`config.mk`:
```
export PLATFORM = sky130hd
export DESIGN_NAME = bit_scatter_unit
export DESIGN_NICKNAME = d
export VERILOG_FILES = /design/src/rtl/scatter_pkg.sv /design/src/rtl/scatter_ctrl.sv /design/src/rtl/scatter_datapath.sv /design/src/rtl/bit_scatter_unit.sv
export SDC_FILE = /design/constraint.sdc
export NUM_CORES = 1
export LEC_CHECK = 0
export BUFFER_PORTS_ARGS = -buffer_cell sky130_fd_sc_hd__buf_4
export CAP_MARGIN = 20
export CORE_ASPECT_RATIO = 1.75
export CORE_MARGIN = 2
export CORE_UTILIZATION = 50
export CTS_BUF_LIST = sky130_fd_sc_hd__clkbuf_2 sky130_fd_sc_hd__clkbuf_4 sky130_fd_sc_hd__clkbuf_8
export DETAILED_ROUTE_END_ITERATION = 10
export PLACE_DENSITY_LB_ADDON = 0.12
export SLEW_MARGIN = 20
export SYNTH_ARGS = -nofsm -noshare
export SYNTH_HDL_FRONTEND = slang
export SYNTH_HIERARCHICAL = 1
export SYNTH_SLANG_ARGS = --single-unit
```
`constraint.sdc`:
```
create_clock -name clk -period 3.52 [get_ports clk]
set_clock_uncertainty 0.1 [all_clocks]
set_input_delay 1.056 -clock clk [delete_from_list [all_inputs] [get_ports clk]]
set_output_delay 1.056 -clock clk [all_outputs]
set_load 0.01 [all_outputs]
```
`src/rtl/scatter_pkg.sv`:
```
package scatter_pkg;

  // Strobes from control to datapath
  typedef struct packed {
    logic load;   // capture operands, clear result
    logic step;   // process lowest set bit of working mask
  } scatterStrobe_t;

  // Status from datapath to control
  typedef struct packed {
    logic maskEmpty;  // working mask is zero
    logic lastBit;    // working mask holds exactly one set bit
  } scatterStatus_t;

endpackage

```
`src/rtl/scatter_ctrl.sv`:
```
module scatter_ctrl
  import scatter_pkg::*;
(
  input  logic           clk,
  input  logic           rstN,
  input  logic           start,
  input  scatterStatus_t status,
  output scatterStrobe_t strobe,
  output logic           busy,
  output logic           done
);

  typedef enum logic {ST_IDLE, ST_RUN} ctrlState_t;

  ctrlState_t state;
  logic       finish;

  always_comb begin
    strobe.load = (state == ST_IDLE) && start;
    strobe.step = (state == ST_RUN) && !status.maskEmpty;
    finish      = (state == ST_RUN) && (status.maskEmpty || status.lastBit);
  end

  always_ff @(posedge clk or negedge rstN) begin
    if (!rstN) begin
      state <= ST_IDLE;
      done  <= 1'b0;
    end else begin
      done <= finish;
      if (strobe.load)
        state <= ST_RUN;
      else if (finish)
        state <= ST_IDLE;
    end
  end

  assign busy = (state == ST_RUN);

  // completion strobe lasts a single cycle
  p_done_pulse_r7: assert property (@(posedge clk) disable iff (!rstN)
    done |=> !done);

  // busy only drops together with the completion strobe
  p_busy_end_r3: assert property (@(posedge clk) disable iff (!rstN)
    $fell(busy) |-> done);

  // a start seen while busy never produces a load
  p_no_reload_r6: assert property (@(posedge clk) disable iff (!rstN)
    (busy && start && !finish) |=> busy);

endmodule

```
`src/rtl/scatter_datapath.sv`:
```
module scatter_datapath
  import scatter_pkg::*;
#(
  parameter int DATA_W = 32
) (
  input  logic                clk,
  input  logic                rstN,
  input  scatterStrobe_t      strobe,
  input  logic [DATA_W-1:0]   srcIn,
  input  logic [DATA_W-1:0]   maskIn,
  output scatterStatus_t      status,
  output logic [DATA_W-1:0]   resultOut
);

  localparam logic [DATA_W-1:0] SEL_INIT = {{(DATA_W-1){1'b0}}, 1'b1};

  logic [DATA_W-1:0] workMask;
  logic [DATA_W-1:0] srcReg;
  logic [DATA_W-1:0] selBit;
  logic [DATA_W-1:0] resultReg;
  logic [DATA_W-1:0] lowBit;
  logic [DATA_W-1:0] spread;

  always_comb begin
    lowBit           = workMask & (-workMask);
    spread           = -(srcReg & selBit);
    status.maskEmpty = (workMask == '0);
    status.lastBit   = !status.maskEmpty && ((workMask ^ lowBit) == '0);
  end

  always_ff @(posedge clk or negedge rstN) begin
    if (!rstN) begin
      workMask  <= '0;
      srcReg    <= '0;
      selBit    <= SEL_INIT;
      resultReg <= '0;
    end else if (strobe.load) begin
      workMask  <= maskIn;
      srcReg    <= srcIn;
      selBit    <= SEL_INIT;
      resultReg <= '0;
    end else if (strobe.step) begin
      workMask  <= workMask ^ lowBit;
      selBit    <= selBit + selBit;
      resultReg <= resultReg | (lowBit & spread);
    end
  end

  assign resultOut = resultReg;

  // each step removes exactly one set bit from the working mask
  p_mask_shrinks_r3: assert property (@(posedge clk) disable iff (!rstN)
    (strobe.step && !strobe.load) |=>
      ($countones(workMask) + 1 == $countones($past(workMask))));

  // deposited bits never land on positions still pending
  p_result_disjoint_r2: assert property (@(posedge clk) disable iff (!rstN)
    (resultReg & workMask) == '0);

  // source selector is one-hot (or shifted out past the top)
  p_sel_onehot_r1: assert property (@(posedge clk) disable iff (!rstN)
    $onehot0(selBit));

  // result only changes on load or step
  p_hold_r7: assert property (@(posedge clk) disable iff (!rstN)
    (!strobe.load && !strobe.step) |=> $stable(resultReg));

endmodule

```
`src/rtl/bit_scatter_unit.sv`:
```
module bit_scatter_unit
  import scatter_pkg::*;
#(
  parameter int DATA_W = 32
) (
  input  logic              clk,
  input  logic              rstN,
  input  logic              start,
  input  logic [DATA_W-1:0] srcWord,
  input  logic [DATA_W-1:0] maskWord,
  output logic              busy,
  output logic              done,
  output logic [DATA_W-1:0] result
);

  scatterStrobe_t strobe;
  scatterStatus_t status;

  scatter_ctrl u_ctrl (
    .clk    (clk),
    .rstN   (rstN),
    .start  (start),
    .status (status),
    .strobe (strobe),
    .busy   (busy),
    .done   (done)
  );

  scatter_datapath #(.DATA_W(DATA_W)) u_dp (
    .clk       (clk),
    .rstN      (rstN),
    .strobe    (strobe),
    .srcIn     (srcWord),
    .maskIn    (maskWord),
    .status    (status),
    .resultOut (result)
  );

endmodule

```
==> results of run 1 <==
per-stage QoR:
stage / power (mW) / utilization [%] / worst slack [ps]
after global placement: 6.98 / 57.9 / 434
after CTS: 8.45 / 61.3 / 326
after floorplan: 5.70 / - / 516
after global routing: 9.02 / 61.3 / 37.6
final: 8.41 / 61.3 / 306
after detailed placement: 7.06 / 57.9 / 354
kinds of logic after synthesis:
group | after synthesis | synth area share (%)
simple gates | 272 | 20.2
flops | 130 | 50.4
compound gates | 111 | 12.0
mux | 64 | 10.5
buf+inv | 44 | 2.69
xor+xnor | 25 | 3.39
fa+ha+maj | 5 | 0.833
layout make-up:
class                      count  area (um2)  area share, %
clock buffer                  21         277           3.52
clock inverter                11         153           1.95
inverter                       8        30.0          0.383
multi-input combinational    477        3050           38.8
sequential                   130        3250           41.5
tap                          171         214           2.73
timing repair buffer         113         873           11.1
where the power goes:
| part | internal (mW) | leakage [nW] | switching, mW |
|---|---|---|---|
| sequential | 2.06 | 1.71 | 0.592 |
| combinational | 1.88 | 1.91 | 2.52 |
| clock | 0.760 | 0.210 | 0.600 |
| total | 4.70 | 3.82 | 3.71 |
cells in the final DEF (no fill, tap or decap), types with 14 or more instances in the layout:
cell and count:
sky130_fd_sc_hd__dfrtp_1 129, sky130_fd_sc_hd__buf_4 111, sky130_fd_sc_hd__nand2_1 103, sky130_fd_sc_hd__nor2_1 78
sky130_fd_sc_hd__o21ai_0 40, sky130_fd_sc_hd__mux2i_1 32, sky130_fd_sc_hd__mux2_2 32, sky130_fd_sc_hd__nor3_1 20
sky130_fd_sc_hd__clkbuf_8 19, sky130_fd_sc_hd__xor2_1 14
metal layers:
metal / global-route usage, % / vias to the layer above / wire (um)
met4: 10.1 / 0 / 444
met3: 4.58 / 31 / 656
met5: 0 / - / 0
met1: 27.0 / 2639 / 6360
li1: - / 2530 / -
met2: 45.8 / 145 / 9050
worst paths after layout:
path                                          from            endpoint  slack (ps)  cells after the start
worst max register to register   u_dp/workMask[13]   u_dp/resultOut[5]         310                     11
worst max-delay path             u_dp/workMask[13]   u_dp/resultOut[5]         310                     11
min in group asynchronous                     rstN     u_dp/srcReg[22]         520                      1
worst min register to register  u_dp/resultOut[30]  u_dp/resultOut[30]         400                      1
worst min-delay path            u_dp/resultOut[30]  u_dp/resultOut[30]         400                      1
max in group asynchronous                     rstN  u_dp/resultOut[30]        1970                      2
state kept, by name (all words and copies together), names as in the netlist:
register and flops:
u_ctrl/done 1, u_dp/srcReg 32, u_dp/resultOut 32, u_dp/selBit 32, u_ctrl/busy 1, u_dp/workMask 32
worst max-delay path, stage by stage (launching register included):
cell and delay, ps:
sky130_fd_sc_hd__dfrtp_1 500, sky130_fd_sc_hd__nor3_1 130, sky130_fd_sc_hd__nand4_1 220, sky130_fd_sc_hd__nor4_1 90, sky130_fd_sc_hd__and2_1 190, sky130_fd_sc_hd__nor2b_4 430, sky130_fd_sc_hd__inv_1 120, sky130_fd_sc_hd__or3_1 390
sky130_fd_sc_hd__or3_1 380, sky130_fd_sc_hd__a2111oi_0 390, sky130_fd_sc_hd__a21oi_1 120, sky130_fd_sc_hd__nor2_1 90
==> flow_metrics.py, run 1 <==
metrics = {
    "floorplanning": {
        "design.core.area_um2": 12800,
        "floorplan.initialDensity_pct": 50.5,
        "die_area_um2": 13900,
        "ios": 101,
        "die_ht_um": 154,
        "std_cell_rows": 55,
        "chipWidth_um": 89.9,
    },
    "sta": {
        "finalHoldViolCount": 0,
        "max_slew.worst_pin.slew_ps": 672,
        "final.period_utilization_pct": 91.3,
        "timing.setup.tns_ps": 0,
        "rsz0062_at_grt": "no",
        "hold-worst-slack_ps": 402,
        "timing_limited_maximum_frequency_mhz": 311,
        "slew_viol_final": 0,
        "timing.slew.headroom_pct": 54.1,
        "setup_viol_count_final": 0,
        "post-route-min-period_ps": 3210,
    },
    "logic_synthesis": {
        "synth-main-ff-cell": "sky130_fd_sc_hd__dfrtp_1",
        "synth_enable_flop_cells": 0,
        "synth.distinct_cells": 68,
        "cell_count_after_synthesis": 651,
        "synth.area.top_cells": "sky130_fd_sc_hd__dfrtp_1 (50%), sky130_fd_sc_hd__nand2_1 (6.0%), sky130_fd_sc_hd__mux2_2 (5.6%)",
        "synthesis.nets": 719,
        "yosysMostFrequentCell": "sky130_fd_sc_hd__dfrtp_1",
        "yosysWarningCount": 6,
        "netlist_top_cells_count": "sky130_fd_sc_hd__dfrtp_1 (129), sky130_fd_sc_hd__nand2_1 (103), sky130_fd_sc_hd__nor2_1 (78), sky130_fd_sc_hd__o21ai_0 (40)",
        "syn_area_per_cell_um2": 9.93,
        "ys_seq_elements": 130,
        "async_flop_share_pct": 100,
        "synth_top_area_cell": "sky130_fd_sc_hd__dfrtp_1",
        "synth-seq-area-share_pct": 50.4,
        "netlist_area_um2": 6460,
        "synth.top_cell.area_share_pct": 50.0,
    },
    "place": {
        "numPortBuffers": 100,
        "detailedPlacementHpwl_um": 12100,
        "instance_area_at_placement_um2": 7420,
        "dp_cells": 899,
        "weighted_congestion_reported_at_the_end_of_routability_driven_placement": 0.967,
    },
    "worst_hold_path": {
        "hold_path_class": "flip-flop to flip-flop",
    },
    "clock_tree": {
        "cts-htree-levels": 4,
        "numCtsBuffers": 17,
        "postCtsSetupBuffers": 0,
        "cts-root-buf": "sky130_fd_sc_hd__clkbuf_8",
        "clock_latency_ps": 430,
        "cts_max_path_buffers": 2,
        "tritoncts_num_sinks": 130,
        "cts_resized": 0,
        "tritoncts_clock_tree": "done",
        "postCtsHoldBufs": 0,
        "clkSlewWorstSetupHoldPaths_ps": 70,
    },
    "routing": {
        "drt-initial-drc-count": 311,
        "via_per_inst": 5.74,
        "ant_nets": 0,
        "route.final.wire_length_um": 16500,
        "router_iterations_before_antenna_repair": 6,
        "detail_route.wl_per_cell_um": 17.7,
        "drc": 0,
        "num_vias": 5345,
    },
    "finish": {
        "finish.instance_area_um2": 7850,
        "nFillCells": 1141,
        "design.final.nets": 815,
        "n_antenna_cell": 0,
        "layout.cells.non_filler": 931,
        "area_growth_synth_to_finish_pct": 21.4,
        "fraction_of_final_layout_cells_sized_beyond_drive_strength_1_pct": 26.1,
    },
    "global_routing": {
        "grt_overflow_total": 0,
        "grt_util_all_layers_pct": 24.5,
        "global_route_wire_length_before_repair_um": 27100,
        "grt_pass1_vias": 5560,
        "largest_net_degree_at_the_start_of_global_routing": 151,
        "antenna_found_initial": 0,
    },
    "power": {
        "vdd_ir_drop_max_v": 0.000579,
        "static-leakage-power_nw": 3.82,
        "p_per_area_nw_per_um2": 1070,
    },
    "worst_setup_path": {
        "critPathMaxFanout": 15,
        "cp_data_required_time_ps": 3770,
        "setup.worst_path.class": "flip-flop to flip-flop",
        "end_kind": "flip-flop",
        "crit_path_start_kind": "flip-flop",
        "cp.arrival_ps": 3470,
    },
    "flow_run": {
        "maxCapViolations": 0,
    },
    "status": {
        "run_status": "complete, no violations",
    },
}
Power figures use the tool's default switching activity.
==> run 2, diff against run 1 <==
- SYNTH_HIERARCHICAL: 1 -> default
==> run 2 against run 1 <==
  * Synthesized cell count increased by 13%
  * Count of clock-buffer cells in the layout decreased by 4
  * Final cell count increased by 8.5%
  * Core utilization increased by 0.67 points
  * Via count increased by 11%
  * Die area increased by 0.71%
  * Sequential power about the same
  * Combinational power decreased by 11%
  * Critical path depth decreased by 4
  * First-iteration DRC count increased by 40%
  * Largest cell class unchanged
==> flow_metrics.py, run 2 <==
metrics = {
    "status": {
        "run_status": "complete, no violations",
    },
    "finish": {
        "n_antenna_cell": 0,
        "most_frequent_cells_in_the_layout": "sky130_fd_sc_hd__nand2_1 (233), sky130_fd_sc_hd__dfrtp_1 (129), sky130_fd_sc_hd__buf_4 (112), sky130_fd_sc_hd__nand3_1 (46), sky130_fd_sc_hd__nor2_1 (45)",
        "layout.cells.non_filler": 1010,
        "multiInputGateArea_um2": 3050,
        "fraction_of_final_layout_cells_sized_beyond_drive_strength_1_pct": 20.1,
        "design.final.nets": 895,
        "final_common_cell": "sky130_fd_sc_hd__nand2_1",
        "seq_area_um2": 3250,
        "area_growth_synth_to_finish_pct": 21.9,
        "nFillCells": 1157,
    },
    "logic_synthesis": {
        "yosysWarningCount": 0,
        "netlist_area_um2": 6510,
        "syn_area_per_cell_um2": 8.87,
        "synth.area.top_cells": "sky130_fd_sc_hd__dfrtp_1 (50%), sky130_fd_sc_hd__nand2_1 (13%), sky130_fd_sc_hd__a22o_1 (3.6%)",
        "synthesis.nets": 802,
        "synth-main-ff-cell": "sky130_fd_sc_hd__dfrtp_1",
        "ys_seq_elements": 130,
        "yosysMostFrequentCell": "sky130_fd_sc_hd__nand2_1",
        "synth.distinct_cells": 61,
        "synth_enable_flop_cells": 0,
        "synth.top_cell.area_share_pct": 49.6,
        "synth-seq-area-share_pct": 50.0,
        "cell_count_after_synthesis": 734,
        "netlist_top_cells_count": "sky130_fd_sc_hd__nand2_1 (234), sky130_fd_sc_hd__dfrtp_1 (129), sky130_fd_sc_hd__nand3_1 (46), sky130_fd_sc_hd__nor2_1 (45), sky130_fd_sc_hd__a22o_1 (27)",
        "synth_top_area_cell": "sky130_fd_sc_hd__dfrtp_1",
        "async_flop_share_pct": 100,
    },
    "sta": {
        "max_slew.worst_pin.slew_ps": 840,
        "finalHoldViolCount": 0,
        "slew_viol_final": 0,
        "timing_limited_maximum_frequency_mhz": 341,
        "setup_viol_count_final": 0,
        "timing.setup.tns_ps": 0,
        "postLayoutSetupSlackWorst_ps": 584,
        "rsz0062_at_grt": "no",
        "post-route-min-period_ps": 2940,
        "final.period_utilization_pct": 83.4,
        "timing.slew.headroom_pct": 44.0,
    },
    "clock_tree": {
        "postCtsHoldBufs": 0,
        "postCtsSetupBuffers": 0,
        "tritoncts_clock_tree": "done",
        "tritoncts_num_sinks": 130,
        "cts-htree-levels": 4,
        "cts_resized": 0,
        "clkSlewWorstSetupHoldPaths_ps": 80,
        "cts_max_path_buffers": 2,
        "numCtsBuffers": 17,
        "clock_latency_ps": 450,
        "cts-root-buf": "sky130_fd_sc_hd__clkbuf_8",
    },
    "global_routing": {
        "grt_overflow_total": 0,
        "global_route_wire_length_before_repair_um": 30800,
        "largest_net_degree_at_the_start_of_global_routing": 82,
        "antenna_found_initial": 0,
        "grt_util_all_layers_pct": 28.0,
        "grt_pass1_vias": 5833,
    },
    "routing": {
        "drt-initial-drc-count": 435,
        "route.final.wire_length_um": 18800,
        "ant_nets": 0,
        "detail_route.wl_per_cell_um": 18.6,
        "via_per_inst": 5.87,
        "num_vias": 5926,
        "drc": 0,
        "router_iterations_before_antenna_repair": 7,
    },
    "flow_run": {
        "maxCapViolations": 0,
    },
    "worst_setup_path": {
        "rr_worst_depth": 7,
        "r2r_end": "u_ctrl.done",
        "crit_path_start_kind": "flip-flop",
        "setup.reg_to_reg.worst_slack_ps": 580,
        "cp_data_required_time_ps": 3810,
        "cp.arrival_ps": 3220,
        "critPathMaxFanout": 10,
        "setup.worst_path.class": "flip-flop to flip-flop",
        "end_kind": "flip-flop",
        "rr_startpoint": "u_dp.workMask[2]",
    },
    "floorplanning": {
        "ios": 101,
        "die_area_um2": 14000,
        "design.core.area_um2": 12800,
        "std_cell_rows": 55,
        "die_ht_um": 155,
        "floorplan.initialDensity_pct": 50.9,
        "chipWidth_um": 90.2,
    },
    "power": {
        "static-leakage-power_nw": 4.00,
        "vdd_ir_drop_max_v": 0.000431,
        "p_per_area_nw_per_um2": 1010,
    },
    "worst_hold_path": {
        "min_delay_worst_endpoint": "u_dp.srcReg[29]",
        "min_delay_path_depth": 2,
        "timing.hold.worst.start": "u_dp.srcReg[29]",
        "hold_path_class": "flip-flop to flip-flop",
    },
    "place": {
        "detailedPlacementHpwl_um": 13700,
        "weighted_congestion_reported_at_the_end_of_routability_driven_placement": 0.942,
        "dp_cells": 979,
        "post-place-ws_ps": 663,
        "numPortBuffers": 100,
    },
}
[run 2: changes by cell type in the layout (fill, tap and decap cells not counted), sizes merged, moves of 7 or more]
cell | previous run | this run
nand2 | 103 | 234
nand3 | 9 | 49
mux2 | 32 | 0
mux2i | 32 | 0
nor2 | 79 | 47
a22o | 3 | 27
or3 | 8 | 0
a31oi | 13 | 6
nand4 | 11 | 18
nor2b | 8 | 1
nor3 | 22 | 15
[run 2: kinds of logic (layout without fill, tap and decap cells)]
logic type | after synthesis | in the layout | share of synthesized area [%]
and+or+nand+nor | 401 | 401 | 28.9
AOI/OAI and AO/OA | 124 | 124 | 14.0
adders and majority gates | 3 | 3 | 0.500
xor gates and xnor gates | 24 | 24 | 3.23
buffers and inverters | 52 | 157 | 3.44
DFF | 130 | 130 | 50.0
[run 2: area by class of cell]
type | count | share of cell area (%)
Tap cell | 171 | 2.70
Inverter | 9 | 0.426
Clock inverter | 14 | 2.56
Multi-Input combinational cell | 552 | 38.5
Sequential cell | 130 | 41.0
Timing Repair Buffer | 117 | 11.9
Clock buffer | 17 | 2.95
[run 2: critical path: stages, from the launching register on]
cell and delay, ps:
sky130_fd_sc_hd__dfrtp_1 450, sky130_fd_sc_hd__nor4_2 450, sky130_fd_sc_hd__buf_4 250, sky130_fd_sc_hd__nand3_1 150
sky130_fd_sc_hd__a222oi_1 490, sky130_fd_sc_hd__nand4_1 190, sky130_fd_sc_hd__nor4_1 550, sky130_fd_sc_hd__and3_1 250
[run 2: where the power goes]
part	total [mW]	switching, mW	internal (mW)
registers	2.66	0.622	2.04
logic	3.90	2.37	1.54
clock network	1.43	0.651	0.778
total	8.00	3.64	4.36
[run 2: metal layers]
layer	part of all wire, %	vias to the layer above	routed length [um]	GRT usage [%]
li1	-	2768	-	-
met5	0	-	0	0
met1	40	2870	7450	34.6
met2	51	244	9640	47.4
met3	5.6	44	1060	5.33
met4	3.7	0	689	13.6
[run 2: how the worst max path moves through the flow]
stage	from	to	slack [ps]	depth (start not counted)
6_report	u_dp.workMask[2]	u_ctrl.done	580	7
5_1_grt	u_dp.workMask[21]	u_dp.workMask[24]	500	7
2_1_floorplan	start	u_dp.workMask[13]	1110	7
3_5_place_dp	u_dp.workMask[24]	u_dp.workMask[9]	660	7
3_3_place_gp	u_dp.workMask[2]	u_ctrl.busy	590	7
4_1_cts	u_dp.workMask[24]	u_dp.workMask[1]	640	7
[run 2: through the flow]
step	hold WS [ps]	utilization, %	area, um2	total power [mW]
floorplan	346	-	6510	5.20
global placement	367	58.6	7500	6.45
detailed placement	367	58.6	7500	6.56
CTS	388	62.0	7930	7.99
global route	412	62.0	7930	8.56
finish	382	62.0	7930	8.00
==> run 3, diff against run 2 <==
- clock period: 3.52 -> 2.9 ns (I/O delays scaled with it)
==> run 3 against run 2 <==
  * Setup slack worse by 370 ps
  * Via count down 0.40%
  * Worst hold slack worse by 59 ps
  * Register-to-register slack worse by 370 ps
  * Final cell count rose by 0.89%
  * Sequential share of layout area down 0.40 points
  * Final area is 0.99% higher
  * Power grew 22%
  * First-iteration DRC count down 1.1%
  * Routed wire length down 1.1%
  * Sequential cell count stayed put
  * Largest cell class unchanged
==> flow_metrics.py, run 3 (synthesis gave the netlist of run 2 again) <==
metrics = {
    "clock_tree": {
        "cts-htree-levels": 4,
        "clkSlewWorstSetupHoldPaths_ps": 80,
        "tritoncts_clock_tree": "done",
        "cts-root-buf": "sky130_fd_sc_hd__clkbuf_8",
        "postCtsSetupBuffers": 0,
        "cts_resized": 0,
        "postCtsHoldBufs": 0,
        "numCtsBuffers": 17,
        "tritoncts_num_sinks": 130,
        "clock_latency_ps": 430,
        "cts_max_path_buffers": 2,
    },
    "worst_setup_path": {
        "timing.critical_path.cells": "nor4_1, nand4_1, buf_4, o41ai_4, buf_12, nor2_1, a32o_1",
        "critPathMaxStageDelay_ps": 510,
        "critPathMaxFanout": 36,
        "end_kind": "flip-flop",
        "worst_path_max_delay_cell": "sky130_fd_sc_hd__nor4_1",
        "setup.reg_to_reg.worst_slack_ps": 210,
        "cp_data_required_time_ps": 3120,
        "setup.worst_path.class": "flip-flop to flip-flop",
        "cp.arrival_ps": 2910,
        "crit_path_start_kind": "flip-flop",
    },
    "place": {
        "detailedPlacementHpwl_um": 13900,
        "dp_cells": 988,
        "weighted_congestion_reported_at_the_end_of_routability_driven_placement": 0.935,
        "numPortBuffers": 100,
        "post-place-ws_ps": 275,
    },
    "sta": {
        "post-route-min-period_ps": 2690,
        "timing.slew.headroom_pct": 56.6,
        "postLayoutSetupSlackWorst_ps": 215,
        "rsz0062_at_grt": "no",
        "final.period_utilization_pct": 92.6,
        "timing.setup.tns_ps": 0,
        "finalHoldViolCount": 0,
        "max_slew.worst_pin.slew_ps": 642,
        "slew_viol_final": 0,
        "hold-worst-slack_ps": 323,
        "timing_limited_maximum_frequency_mhz": 372,
        "setup_viol_count_final": 0,
    },
    "global_routing": {
        "grt_pass1_vias": 5817,
        "largest_net_degree_at_the_start_of_global_routing": 82,
        "grt_util_all_layers_pct": 27.2,
        "antenna_found_initial": 0,
        "global_route_wire_length_before_repair_um": 30000,
        "grt_overflow_total": 0,
    },
    "routing": {
        "route.final.wire_length_um": 18600,
        "drt-initial-drc-count": 430,
        "drc": 0,
        "ant_nets": 0,
        "detail_route.wl_per_cell_um": 18.3,
        "num_vias": 5902,
        "via_per_inst": 5.79,
        "router_iterations_before_antenna_repair": 6,
    },
    "finish": {
        "area_growth_synth_to_finish_pct": 23.1,
        "fraction_of_final_layout_cells_sized_beyond_drive_strength_1_pct": 21.0,
        "n_antenna_cell": 0,
        "final_common_cell": "sky130_fd_sc_hd__nand2_1",
        "layout.cells.non_filler": 1019,
        "most_frequent_cells_in_the_layout": "sky130_fd_sc_hd__nand2_1 (233), sky130_fd_sc_hd__dfrtp_1 (129), sky130_fd_sc_hd__buf_4 (119), sky130_fd_sc_hd__nand3_1 (46), sky130_fd_sc_hd__nor2_1 (45)",
        "design.final.nets": 904,
    },
    "floorplanning": {
        "ios": 101,
        "chipWidth_um": 90.2,
        "std_cell_rows": 55,
        "die_area_um2": 14000,
        "floorplan.initialDensity_pct": 50.9,
        "design.core.area_um2": 12800,
        "die_ht_um": 155,
    },
    "worst_hold_path": {
        "hold_path_class": "input pin to asynchronous set/reset pin",
    },
    "flow_run": {
        "maxCapViolations": 0,
    },
    "status": {
        "run_status": "complete, no violations",
    },
    "power": {
        "vdd_ir_drop_max_v": 0.000535,
        "p_per_area_nw_per_um2": 1220,
        "static-leakage-power_nw": 4.04,
    },
}
run 3: worst max-delay path, delay by kind of cell, from the launching register on:
kind / cells / cell delay (ps)
AO/OA/AOI/OAI: 2 / 760
AND/OR/NAND/NOR: 3 / 760
flip-flops: 1 / 470
buffers and inverters: 2 / 460
run 3: area by class of cell:
cell class,count,area (um2)
fill,1172,4790
sequential,130,3250
multi-input combinational,552,3050
timing repair buffer,126,1030
clock buffer,18,248
tap,171,214
clock inverter,13,175
inverter,9,33.8
run 3: path summary, 6_finish.rpt:
path | cells past startpoint | endpoint | from
max in group asynchronous | 2 | u_dp.srcReg[0] | rstN
worst min-delay path | 1 | u_dp.workMask[13] | rstN
min in group clk | 2 | u_dp.srcReg[23] | u_dp.srcReg[23]
worst max-delay path | 7 | u_dp.resultOut[23] | u_dp.workMask[18]
worst max register to register | 7 | u_dp.resultOut[23] | u_dp.workMask[18]
worst min register to register | 2 | u_dp.srcReg[23] | u_dp.srcReg[23]
run 3: metal layers:
metal | share of wire (%) | track usage [%]
met2 | 51 | 47.5
met3 | 5.2 | 5.52
met1 | 40 | 32.4
met4 | 3.9 | 11.9
met5 | 0 | 0
run 3: stage by stage:
stage	utilization, %	power (mW)	area (um2)
2_1_floorplan	-	6.31	6510
3_3_place_gp	59.3	7.99	7590
3_5_place_dp	59.3	8.11	7590
4_1_cts	62.6	9.78	8010
5_1_grt	62.6	10.4	8010
6_report	62.6	9.75	8010
run 3: power breakdown:
part           switching (mW)  internal (mW)
Sequential              0.745           2.48
Combinational            2.89           1.98
Clock                   0.768          0.885
Total                    4.40           5.35
